### src/rtl/alu16_pkg.sv
// Shared definitions for the ALU and its flag word.
// Assumes a 16-bit flag word; bit positions are fixed by the flag layout.
package alu16_pkg;
    localparam int FLAG_W = 16;
    localparam int FB_CF  = 0;
    localparam int FB_PF  = 2;
    localparam int FB_AF  = 4;
    localparam int FB_ZF  = 6;
    localparam int FB_SF  = 7;
    localparam int FB_TF  = 8;   // trap, interrupt, direction are contiguous from here
    localparam int FB_OF  = 11;
    localparam int CTL_N  = 3;
    localparam logic [FLAG_W-1:0] FLAG_MASK = 16'h0FD5;

    typedef enum logic [3:0] {
        OP_ADD = 4'd0, OP_ADC = 4'd1, OP_SUB = 4'd2, OP_SBB = 4'd3,
        OP_INC = 4'd4, OP_DEC = 4'd5, OP_AND = 4'd6, OP_OR  = 4'd7,
        OP_XOR = 4'd8, OP_NOT = 4'd9, OP_SHL = 4'd10, OP_SHR = 4'd11,
        OP_SAR = 4'd12, OP_ROL = 4'd13, OP_ROR = 4'd14, OP_PASS = 4'd15
    } alu_op_e;

    typedef struct packed {
        logic cf;
        logic pf;
        logic af;
        logic zf;
        logic sf;
        logic of;
    } stat_t;
endpackage

### src/rtl/alu16_addsub.sv
// Adder/subtractor with byte or word width and carry, auxiliary and overflow.
// Assumes W is even and W/2 >= 5 so that bit 4 lies inside a byte operand.
module alu16_addsub #(
    parameter int W = 16
) (
    input  logic [W-1:0] a,
    input  logic [W-1:0] b,
    input  logic         cin,
    input  logic         sub,
    input  logic         word,
    output logic [W-1:0] res,
    output logic         cf,
    output logic         af,
    output logic         of
);
    localparam int H = W / 2;

    logic [W-1:0] beff;
    logic         ci;
    logic [W:0]   wsum;
    logic [H:0]   bsum;
    logic         co, am, bm, rm;

    // Form both widths of a + (b or ~b) + carry, then select by size.
    always_comb begin
        beff = sub ? ~b : b;
        ci   = cin ^ sub;
        wsum = {1'b0, a} + {1'b0, beff} + {{W{1'b0}}, ci};
        bsum = {1'b0, a[H-1:0]} + {1'b0, beff[H-1:0]} + {{H{1'b0}}, ci};
        if (word) begin
            res = wsum[W-1:0];
            co  = wsum[W];
            am  = a[W-1];
            bm  = beff[W-1];
        end else begin
            res = {{H{1'b0}}, bsum[H-1:0]};
            co  = bsum[H];
            am  = a[H-1];
            bm  = beff[H-1];
        end
        rm = word ? res[W-1] : res[H-1];
        cf = co ^ sub;
        af = a[4] ^ b[4] ^ res[4];
        of = (am == bm) && (rm != am);
    end
endmodule

### src/rtl/alu16_bitops.sv
// Bitwise operations and one-bit shifts/rotates with their carry and overflow.
// Assumes op is one of the logic, shift or rotate codes; others yield zero.
module alu16_bitops #(
    parameter int W = 16
) (
    input  alu16_pkg::alu_op_e op,
    input  logic [W-1:0]       a,
    input  logic [W-1:0]       b,
    input  logic               word,
    output logic [W-1:0]       res,
    output logic               cf,
    output logic               of
);
    import alu16_pkg::*;
    localparam int H = W / 2;

    logic [W-1:0] am, r;
    logic         msb_a, rmsb, rnext;

    // Compute the raw result and carry, then clip to size and derive overflow.
    always_comb begin
        am    = word ? a : {{H{1'b0}}, a[H-1:0]};
        msb_a = word ? a[W-1] : a[H-1];
        r     = '0;
        cf    = 1'b0;
        unique case (op)
            OP_AND: r = a & b;
            OP_OR:  r = a | b;
            OP_XOR: r = a ^ b;
            OP_NOT: r = ~a;
            OP_SHL: begin r = am << 1; cf = msb_a; end
            OP_SHR: begin r = am >> 1; cf = a[0]; end
            OP_SAR: begin
                r = am >> 1;
                if (word) r[W-1] = msb_a; else r[H-1] = msb_a;
                cf = a[0];
            end
            OP_ROL: begin r = am << 1; r[0] = msb_a; cf = msb_a; end
            OP_ROR: begin
                r = am >> 1;
                if (word) r[W-1] = a[0]; else r[H-1] = a[0];
                cf = a[0];
            end
            default: r = '0;
        endcase
        if (!word) r[W-1:H] = '0;
        res   = r;
        rmsb  = word ? r[W-1] : r[H-1];
        rnext = word ? r[W-2] : r[H-2];
        unique case (op)
            OP_SHL, OP_ROL: of = rmsb ^ cf;
            OP_SHR:         of = msb_a;
            OP_ROR:         of = rmsb ^ rnext;
            default:        of = 1'b0;
        endcase
    end
endmodule

### src/rtl/alu16_status.sv
// Zero, sign and parity from a result of either operand size.
// Assumes bits above the byte are already zero in byte mode for zero detect.
module alu16_status #(
    parameter int W = 16
) (
    input  logic [W-1:0] res,
    input  logic         word,
    output logic         zf,
    output logic         sf,
    output logic         pf
);
    localparam int H = W / 2;

    // Derive the three result-shape flags.
    always_comb begin
        zf = word ? (res == '0) : (res[H-1:0] == '0);
        sf = word ? res[W-1] : res[H-1];
        pf = ~^res[7:0];
    end
endmodule

### src/rtl/alu16_flagunit.sv
// ALU with its flag word: selects the result by operation code and keeps
// six status flags and three control flags in a fixed sparse layout.
// Assumes inputs are settled at each rising edge; reset is synchronous.
module alu16_flagunit #(
    parameter int DATA_W = 16
) (
    input  logic              clk,
    input  logic              rst_n,
    input  logic              op_valid,
    input  logic [3:0]        op_sel,
    input  logic              word_mode,
    input  logic [DATA_W-1:0] opnd_a,
    input  logic [DATA_W-1:0] opnd_b,
    output logic [DATA_W-1:0] result,
    input  logic              flag_load,
    input  logic [15:0]       flag_load_val,
    input  logic [2:0]        ctl_set,
    input  logic [2:0]        ctl_clr,
    output logic [15:0]       flags
);
    import alu16_pkg::*;
    localparam int H = DATA_W / 2;

    alu_op_e           op;
    logic [FLAG_W-1:0] flag_q, flag_d;
    logic [DATA_W-1:0] as_b, as_res, bo_res, am;
    logic              as_cin, as_sub, as_cf, as_af, as_of, bo_cf, bo_of;
    logic              st_zf, st_sf, st_pf, is_arith;
    stat_t             st, wr;

    assign op = alu_op_e'(op_sel);

    // Steer operands into the adder for the arithmetic codes.
    always_comb begin
        as_sub = (op == OP_SUB) || (op == OP_SBB) || (op == OP_DEC);
        as_cin = ((op == OP_ADC) || (op == OP_SBB)) ? flag_q[FB_CF] : 1'b0;
        as_b   = ((op == OP_INC) || (op == OP_DEC)) ? DATA_W'(1) : opnd_b;
    end

    alu16_addsub #(.W(DATA_W)) addsub_i (
        .a(opnd_a), .b(as_b), .cin(as_cin), .sub(as_sub), .word(word_mode),
        .res(as_res), .cf(as_cf), .af(as_af), .of(as_of)
    );

    alu16_bitops #(.W(DATA_W)) bitops_i (
        .op(op), .a(opnd_a), .b(opnd_b), .word(word_mode),
        .res(bo_res), .cf(bo_cf), .of(bo_of)
    );

    // Pick the result for this code.
    always_comb begin
        am       = word_mode ? opnd_a : {{H{1'b0}}, opnd_a[H-1:0]};
        is_arith = (op inside {OP_ADD, OP_ADC, OP_SUB, OP_SBB, OP_INC, OP_DEC});
        if (is_arith)          result = as_res;
        else if (op == OP_PASS) result = am;
        else                    result = bo_res;
    end

    alu16_status #(.W(DATA_W)) status_i (
        .res(result), .word(word_mode), .zf(st_zf), .sf(st_sf), .pf(st_pf)
    );

    // New status values and which of them this code writes.
    always_comb begin
        st.cf = is_arith ? as_cf : bo_cf;
        st.af = is_arith ? as_af : 1'b0;
        st.of = is_arith ? as_of : bo_of;
        st.zf = st_zf;
        st.sf = st_sf;
        st.pf = st_pf;
        unique case (op)
            OP_INC, OP_DEC: wr = '{cf: 1'b0, default: 1'b1};
            OP_ROL, OP_ROR: wr = '{cf: 1'b1, of: 1'b1, default: 1'b0};
            OP_PASS:        wr = '0;
            default:        wr = '1;
        endcase
    end

    // Next flag word: load first, else status update plus control edits.
    always_comb begin
        flag_d = flag_q;
        if (flag_load) begin
            flag_d = flag_load_val & FLAG_MASK;
        end else begin
            if (op_valid) begin
                if (wr.cf) flag_d[FB_CF] = st.cf;
                if (wr.pf) flag_d[FB_PF] = st.pf;
                if (wr.af) flag_d[FB_AF] = st.af;
                if (wr.zf) flag_d[FB_ZF] = st.zf;
                if (wr.sf) flag_d[FB_SF] = st.sf;
                if (wr.of) flag_d[FB_OF] = st.of;
            end
            for (int i = 0; i < CTL_N; i++)
                flag_d[FB_TF+i] = (flag_q[FB_TF+i] & ~ctl_clr[i]) | ctl_set[i];
        end
    end

    // Flag word storage.
    always_ff @(posedge clk) begin
        if (!rst_n) flag_q <= '0;
        else        flag_q <= flag_d;
    end

    assign flags = flag_q;


    load_wins_chk: assert property (@(posedge clk) disable iff (!rst_n)
        flag_load |=> flags == ($past(flag_load_val) & FLAG_MASK));


    ctl_hold_chk: assert property (@(posedge clk) disable iff (!rst_n)
        (!flag_load && ctl_set == '0 && ctl_clr == '0) |=> $stable(flags[FB_TF+CTL_N-1:FB_TF]));


    incdec_cf_chk: assert property (@(posedge clk) disable iff (!rst_n)
        (op_valid && !flag_load && (op inside {OP_INC, OP_DEC})) |=> $stable(flags[FB_CF]));


    logic_clr_chk: assert property (@(posedge clk) disable iff (!rst_n)
        (op_valid && !flag_load && (op inside {OP_AND, OP_OR, OP_XOR, OP_NOT}))
        |=> (!flags[FB_CF] && !flags[FB_OF] && !flags[FB_AF]));


    idle_hold_chk: assert property (@(posedge clk) disable iff (!rst_n)
        (!op_valid && !flag_load) |=> $stable(flags[7:0]) && $stable(flags[FB_OF]));


    zero_flag_chk: assert property (@(posedge clk) disable iff (!rst_n)
        (op_valid && !flag_load && !(op inside {OP_ROL, OP_ROR, OP_PASS}))
        |=> flags[FB_ZF] == ($past(result) == '0));
endmodule

### config.mk
export PLATFORM = sky130hd
export DESIGN_NAME = alu16_flagunit
export DESIGN_NICKNAME = d
export VERILOG_FILES = /design/src/rtl/alu16_pkg.sv /design/src/rtl/alu16_addsub.sv /design/src/rtl/alu16_bitops.sv /design/src/rtl/alu16_status.sv /design/src/rtl/alu16_flagunit.sv
export SDC_FILE = /design/constraint.sdc
export NUM_CORES = 1
export LEC_CHECK = 0
export BUFFER_PORTS_ARGS = -buffer_cell sky130_fd_sc_hd__buf_2
export CORE_MARGIN = 5
export CORE_UTILIZATION = 60
export CTS_BUF_LIST = sky130_fd_sc_hd__clkbuf_16
export CTS_CLUSTER_SIZE = 10
export DETAILED_ROUTE_END_ITERATION = 12
export HOLD_SLACK_MARGIN = 0.03
export PLACE_DENSITY = 0.95
export SLEW_MARGIN = 10
export SYNTH_ARGS = -nofsm -noshare
export SYNTH_HDL_FRONTEND = slang
export SYNTH_SLANG_ARGS = --single-unit
export TNS_END_PERCENT = 30
### constraint.sdc
create_clock -name clk -period 8.1 [get_ports clk]
set_clock_uncertainty 0.05 [all_clocks]
set_input_delay 1.215 -clock clk [delete_from_list [all_inputs] [get_ports clk]]
set_output_delay 1.215 -clock clk [all_outputs]
set_load 0.01 [all_outputs]
Word level (Yosys, flattened, before mapping)
Cells that the tools add are included.
{"block": "op_classes", "eq_ne": 17, "n_addsub": 4, "bitwise_logic": 20, "n_mux": 42, "n_reduce_logical": 27}
{"op": "case mux 16 bit (9 select lines)", "n": 1}
{"op": "two-way mux 16 bit", "n": 6}
{"op": "== test 4 bit, second input constant", "n": 8}
{"op": "inverter 16 bit", "n": 2}
{"op": "two-way mux 1 bit", "n": 29}
{"op": "case mux 6 bit (3 select lines)", "n": 1}
{"op": "adder 16 x 16 -> 17 bit", "n": 1}
{"op": "adder 17 x 1 -> 17 bit", "n": 1}
{"op": "bitwise AND 16 bit", "n": 1}
{"op": "== test 4 x 3 -> 1 bit, second input constant", "n": 4}
{"op": "logical NOT 16 bit", "n": 1}
{"op": "OR 16 bit", "n": 1}
{"op": "XOR 16 bit", "n": 1}
{"op": "nonzero test 2 bit", "n": 7}
{"op": "AND reduction 2 bit", "n": 6}
{"op": "adder 8 x 8 -> 9 bit", "n": 1}
{"op": "adder 9 x 1 -> 9 bit", "n": 1}
{"op": "== test 4 x 2 -> 1 bit, second input constant", "n": 2}
{"op": "logical NOT 8 bit", "n": 1}
{"op": "two-way mux 8 bit", "n": 1}
{"op": "XNOR reduction 8 bit", "n": 1}
{"op": "two-way mux 6 bit", "n": 1}
{"op": "nonzero test 6 bit", "n": 1}
{"op": "OR reduction 2 bit", "n": 3}
{"op": "other kinds (14)", "n": 28}
{"block": "word_totals", "output_inout_bits": 32, "register_bits": 9, "word_cells": 117, "inputBits": 63}

Logic depth before layout (Yosys ltp)
{"block": "logic_depth", "ltp_word": 15, "mapped_depth": 21, "mapped_depth_nobuf": 17}

Hierarchy
Synthesis repeated with hierarchy kept, for this count alone.
{"block": "hier_totals", "cells_unflattened": 545, "area_unflattened_um2": 3843.7}
{"module": "alu16_bitops", "seq_area_each_um2": 0.0, "area_each_um2": 1514.0, "instances": 1, "cells_per_inst": 216}
{"module": "alu16_addsub", "seq_area_each_um2": 0.0, "area_each_um2": 1163.6, "instances": 1, "cells_per_inst": 160}
{"module": "alu16_flagunit", "seq_area_each_um2": 180.2, "area_each_um2": 1013.5, "instances": 1, "cells_per_inst": 147}
{"module": "alu16_status", "seq_area_each_um2": 0.0, "area_each_um2": 152.6, "instances": 1, "cells_per_inst": 22}

Worst setup path after synthesis
Ideal clock, no wire load.
{"block": "synth_path", "kind": "input to output", "startpoint": "in op_sel[3]", "endpoint": "out result[15]", "n_path_buf": 4, "required_ps": 6835, "setup_slack_ps": 2235, "arrival_time_ps": 4600, "stages": 13, "cell_sequence": "clkbuf_1 clkbuf_1 clkbuf_1 a21oi_1 clkbuf_1 xnor2_1 ha_1 o211a_1 a221o_1 o211ai_2 a211oi_1 a211o_1 or2_1"}
{"block": "synth_between", "elab_chain_cells": 9, "elab_cells_between_ends": 33, "classes_between": "add/sub (2); eq/ne (15); mux (8); bitwise (2); reduce/logical (6)"}
{"item": "start, declared", "line_no": "alu16_flagunit.sv:10", "source": "input logic [3:0] op_sel,"}
{"item": "== test 4 x 3 -> 1 bit, on equally long branches", "line_no": "alu16_flagunit.sv:37, alu16_flagunit.sv:53, alu16_flagunit.sv:35"}
{"item": "logical OR 1 bit", "line_no": "alu16_flagunit.sv:37", "source": "as_b = ((op == OP_INC) || (op == OP_DEC)) ? DATA_W'(1) : opnd_b;"}
{"item": "two-way mux 16 bit", "line_no": "alu16_flagunit.sv:37"}
{"item": "inverter 16 bit", "line_no": "alu16_addsub.sv:26", "source": "beff = sub ? ~b : b;"}
{"item": "two-way mux 16 bit", "line_no": "alu16_addsub.sv:26"}
{"item": "adder 16 x 16 -> 17 bit", "line_no": "alu16_addsub.sv:28", "source": "wsum = {1'b0, a} + {1'b0, beff} + {{W{1'b0}}, ci};"}
{"item": "adder 17 x 1 -> 17 bit", "line_no": "alu16_addsub.sv:28"}
{"item": "two-way mux 16 bit", "line_no": "alu16_addsub.sv:30", "source": "if (word) begin"}
{"item": "two-way mux 16 bit *", "line_no": "alu16_flagunit.sv:54", "source": "if (is_arith) result = as_res;"}
{"item": "end, declared", "line_no": "alu16_flagunit.sv:14", "source": "output logic [DATA_W-1:0] result,"}
Mark *: on every way between the ends. The rest lies on a longest branch, timed or not.

Worst setup path after layout
{"block": "layout_path", "startpoint": "in op_sel[2]", "endpoint": "out result[14]"}
The elaborated chain is that of the path after synthesis.

==> flow_summary.html <==
<table>
<tr><th>Metric</th><th>Value</th></tr>
<tr><th colspan="2">Clock network</th></tr>
<tr><td>Hold-fix buffers at CTS</td><td>0</td></tr>
<tr><td>TritonCTS clock tree</td><td>built</td></tr>
<tr><td>Master cell of the clock root buffer</td><td>sky130_fd_sc_hd__clkbuf_16</td></tr>
<tr><td>Clk Latency, worst-skew pair</td><td>240 ps</td></tr>
<tr><td>Setup Buffers After CTS</td><td>0</td></tr>
<tr><td>Total of cells resized after clock tree synthesis</td><td>0</td></tr>
<tr><td>Largest buffer count on any clock path</td><td>2</td></tr>
<tr><td>CTS buffer count</td><td>3</td></tr>
<tr><td>Clock-pin slew on the worst setup and hold paths</td><td>40 ps</td></tr>
<tr><td>H-tree depth</td><td>1</td></tr>
<tr><td>Sinks on Clock Net</td><td>9</td></tr>
<tr><th colspan="2">STA</th></tr>
<tr><td>Final hold violations</td><td>0</td></tr>
<tr><td>Min setup slack post-route</td><td>1330 ps</td></tr>
<tr><td>Final worst hold slack</td><td>502 ps</td></tr>
<tr><td>Worst slew slack as a fraction of its limit</td><td>0.266</td></tr>
<tr><td>Minimum clock period after layout</td><td>6770 ps</td></tr>
<tr><td>Unrepaired setup endpoints after global routing</td><td>no</td></tr>
<tr><td>Tcrit/Tclk final</td><td>0.836</td></tr>
<tr><td>Sum of negative setup slack</td><td>0 ps</td></tr>
<tr><td>Number of slew-limit violations in the final report</td><td>0</td></tr>
<tr><td>Setup Viol. Count Final</td><td>0</td></tr>
<tr><td>Top achievable clock speed</td><td>148 MHz</td></tr>
<tr><td>Worst Tran Pin Value</td><td>1100 ps</td></tr>
<tr><th colspan="2">Finish</th></tr>
<tr><td>Synthesis-to-finish area growth</td><td>11.8%</td></tr>
<tr><td>Max reg flops</td><td>9</td></tr>
<tr><td>ANT cells</td><td>0</td></tr>
<tr><td># nets final</td><td>707</td></tr>
<tr><td>Share of layout cells above drive strength 1</td><td>0.171</td></tr>
<tr><th colspan="2">Die</th></tr>
<tr><td>Io pins</td><td>95</td></tr>
<tr><td>Area inside the core boundary</td><td>0.00592 mm^2</td></tr>
<tr><td>Total Die Area</td><td>0.00777 mm^2</td></tr>
<tr><td>Floorplan die width</td><td>88.1 um</td></tr>
<tr><td>Starting density of the core</td><td>0.619</td></tr>
<tr><td>Die Ht</td><td>88.1 um</td></tr>
<tr><td>Floorplan row count</td><td>28</td></tr>
<tr><th colspan="2">Setup path</th></tr>
<tr><td>Category of the critical setup timing path</td><td>input port to primary output</td></tr>
<tr><td>Sort of element at the end of the critical path</td><td>primary output</td></tr>
<tr><td>Type of element launching the critical path</td><td>input port</td></tr>
<tr><td>Data arrival at the endpoint of the critical path</td><td>5510 ps</td></tr>
<tr><td>Slowest cell on crit path</td><td>sky130_fd_sc_hd__fa_1</td></tr>
<tr><td>Worst path required time</td><td>6840 ps</td></tr>
<tr><td>Worst-path maximum fanout</td><td>36</td></tr>
<tr><td>Worst path max stage delay</td><td>470 ps</td></tr>
<tr><td>Crit path cell chain</td><td>buf_2 -&gt; nor2b_1 -&gt; nand2_1 -&gt; nand2_1 -&gt; xor2_1 -&gt; fa_1 -&gt; fa_1 -&gt; a21oi_1 -&gt; o211ai_1 -&gt; o211ai_1 -&gt; a221oi_1 -&gt; nor4_1 -&gt; a41oi_1 -&gt; a21oi_1 -&gt; buf_2</td></tr>
<tr><th colspan="2">Yosys</th></tr>
<tr><td>Number of synthesis warnings</td><td>0</td></tr>
<tr><td>Post-synth EDFFs</td><td>0</td></tr>
<tr><td>Cell area after technology mapping</td><td>0.00366 mm^2</td></tr>
<tr><td>Async set-or-reset flop fraction in the synthesized netlist</td><td>0</td></tr>
<tr><td>Gate count of the mapped netlist</td><td>538</td></tr>
<tr><td>Total of flip-flops plus latches after synthesis</td><td>9</td></tr>
<tr><td>Number of distinct standard cells referenced by the synthesized netlist</td><td>75</td></tr>
<tr><td>Predominant post-synthesis flop cell</td><td>sky130_fd_sc_hd__dfxtp_1</td></tr>
<tr><td>Sequential element share of the synthesized area</td><td>0.0492</td></tr>
<tr><td>Portion of synthesized cell area occupied by the leading cell type</td><td>0.174</td></tr>
<tr><td>Biggest area contributors in the synthesized netlist</td><td>sky130_fd_sc_hd__ha_1 (17%), sky130_fd_sc_hd__a21oi_1 (6.1%), sky130_fd_sc_hd__nand2_1 (5.7%), sky130_fd_sc_hd__xnor2_1 (5.0%), sky130_fd_sc_hd__dfxtp_1 (4.9%)</td></tr>
<tr><td>Cell taking the most area after synthesis</td><td>sky130_fd_sc_hd__ha_1</td></tr>
<tr><td>Post-synthesis area per instance</td><td>6.81 um^2</td></tr>
<tr><th colspan="2">Min path</th></tr>
<tr><td>Kind of path behind the tightest hold check</td><td>flip-flop to flip-flop</td></tr>
<tr><th colspan="2">Global route</th></tr>
<tr><td>Global route overflow</td><td>0</td></tr>
<tr><td>Antenna violations before repair</td><td>0</td></tr>
<tr><td>Global-route wire length before repair</td><td>19.8 mm</td></tr>
<tr><td>Number of global-route vias before repair</td><td>4332</td></tr>
<tr><td>Largest net degree at the start of global routing</td><td>44</td></tr>
<tr><td>Overall Global Routing Usage</td><td>0.317</td></tr>
<tr><th colspan="2">Placement</th></tr>
<tr><td>RePlAce Congestion</td><td>0.961</td></tr>
<tr><td>Pre-CTS setup slack</td><td>1530 ps</td></tr>
<tr><td>Count of buffers from port buffering</td><td>80</td></tr>
<tr><td>Post-DP HPWL</td><td>9.50 mm</td></tr>
<tr><th colspan="2">Power and ir drop</th></tr>
<tr><td>Leakage component of the power</td><td>2.02 nW</td></tr>
<tr><td>Power per cell area</td><td>114 mW/mm^2</td></tr>
<tr><td>Power consumption</td><td>0.468 mW</td></tr>
<tr><td>Maximum resistive drop on vdd</td><td>0.000120 V</td></tr>
<tr><th colspan="2">Job</th></tr>
<tr><td>Max Cap Violations</td><td>0</td></tr>
<tr><th colspan="2">Routing</th></tr>
<tr><td>DRC violations left</td><td>0</td></tr>
<tr><td>DR WL/cell</td><td>18.9 um</td></tr>
<tr><td>Number of detailed-routing iterations run before antenna repair</td><td>6</td></tr>
<tr><td>Number of vias per cell</td><td>6.88</td></tr>
<tr><td>Detailed router's first-iteration violation count</td><td>567</td></tr>
<tr><td>Overall routed net length</td><td>12.5 mm</td></tr>
<tr><td>Vias</td><td>4577</td></tr>
<tr><td>Number of nets still failing antenna checks after routing</td><td>0</td></tr>
<tr><th colspan="2">Outcome</th></tr>
<tr><td>Run status</td><td>completed</td></tr>
</table>
[metal layers]
metal	global-route usage	routed length (um)	part of all wire	vias up
met5	0	0	0	-
met4	0.207	703	0.056	0
li1	-	-	-	2074
met3	0.0508	1310	0.10	80
met2	0.536	5960	0.48	361
met1	0.368	4570	0.36	2062
[through the flow]
stage | utilization | cell area (um^2) | instances
CTS | 0.691 | 4090 | 665
global placement | 0.678 | 4010 | 661
global route | 0.691 | 4090 | 665
finish | 0.691 | 4090 | 665
detailed placement | 0.678 | 4010 | 661
floorplan | - | 3680 | 544
[critical path: cells and delay by family]
family / cells / cell delay (ps)
compound gates: 6 / 1410
fa+ha+maj: 2 / 900
xor+xnor: 1 / 110
buf+inv: 2 / 640
simple gates: 4 / 1210
[cells in the mapped netlist, types with 9 or more instances]
cell type                  count
sky130_fd_sc_hd__nand2_1      56
sky130_fd_sc_hd__ha_1         51
sky130_fd_sc_hd__inv_1        47
sky130_fd_sc_hd__a21oi_1      45
sky130_fd_sc_hd__nor2_1       37
sky130_fd_sc_hd__o21ai_0      27
sky130_fd_sc_hd__clkbuf_1     25
sky130_fd_sc_hd__xnor2_1      21
sky130_fd_sc_hd__a221oi_1     17
sky130_fd_sc_hd__nand3_1      14
sky130_fd_sc_hd__nand2b_1     10
sky130_fd_sc_hd__dfxtp_1       9
[cell families (layout without fill, tap and decap cells)]
logic type                 after synthesis  in the layout  synth area share
buffers and inverters                   93            139             0.107
DFF                                      9              9            0.0492
and+or+nand+nor                        169            169             0.230
muxes                                    8              8            0.0222
adders and majority gates               53             53             0.185
AOI/OAI and AO/OA                      176            176             0.337
xor gates and xnor gates                29             29            0.0694
other                                    1              7           0.00102
[worst paths after layout]
check,from,to,slack (ps),cells after the start
worst max-delay path,op_sel[2],result[14],1330,15
worst min-delay path,flags[7]$_SDFFE_PN0P_,flags[7]$_SDFFE_PN0P_,500,2
worst max register to register,flags[0]$_SDFFE_PN0P_,flags[6]$_SDFFE_PN0P_,3900,15
worst min register to register,flags[7]$_SDFFE_PN0P_,flags[7]$_SDFFE_PN0P_,500,2
[layout by cell type (no fill, tap or decap), drive strengths merged, types with 5 or more instances in the layout]
cell / instances
o221ai: 7
conb: 7
o21ai: 29
nand4: 7
nand2b: 10
nor3: 6
a211oi: 6
a21oi: 45
nor2: 37
a221oi: 17
buf: 84
nand3: 14
nand2: 56
o211ai: 6
mux2i: 7
o22ai: 5
a31oi: 7
inv: 51
ha: 51
xor2: 8
a21o: 9
nor2b: 5
dfxtp: 9
xnor2: 21
[power breakdown]
group          total (mW)  switching [mW]  internal [mW]
registers          0.0510         0.00245         0.0485
logic               0.325           0.195          0.131
clock network      0.0916          0.0261         0.0654
total               0.468           0.223          0.245
[cell type report]
cell class              count  area [um^2]
repair buffers             84          430
fillers                   492         1830
clock buffers               3         75.1
inverters                  51          191
clock inverters             1         5.00
well taps                  75         93.8
flip-flops and latches      9          180
multi-input cells         442         3120
No activity file was read; power rests on OpenSTA's default activity.
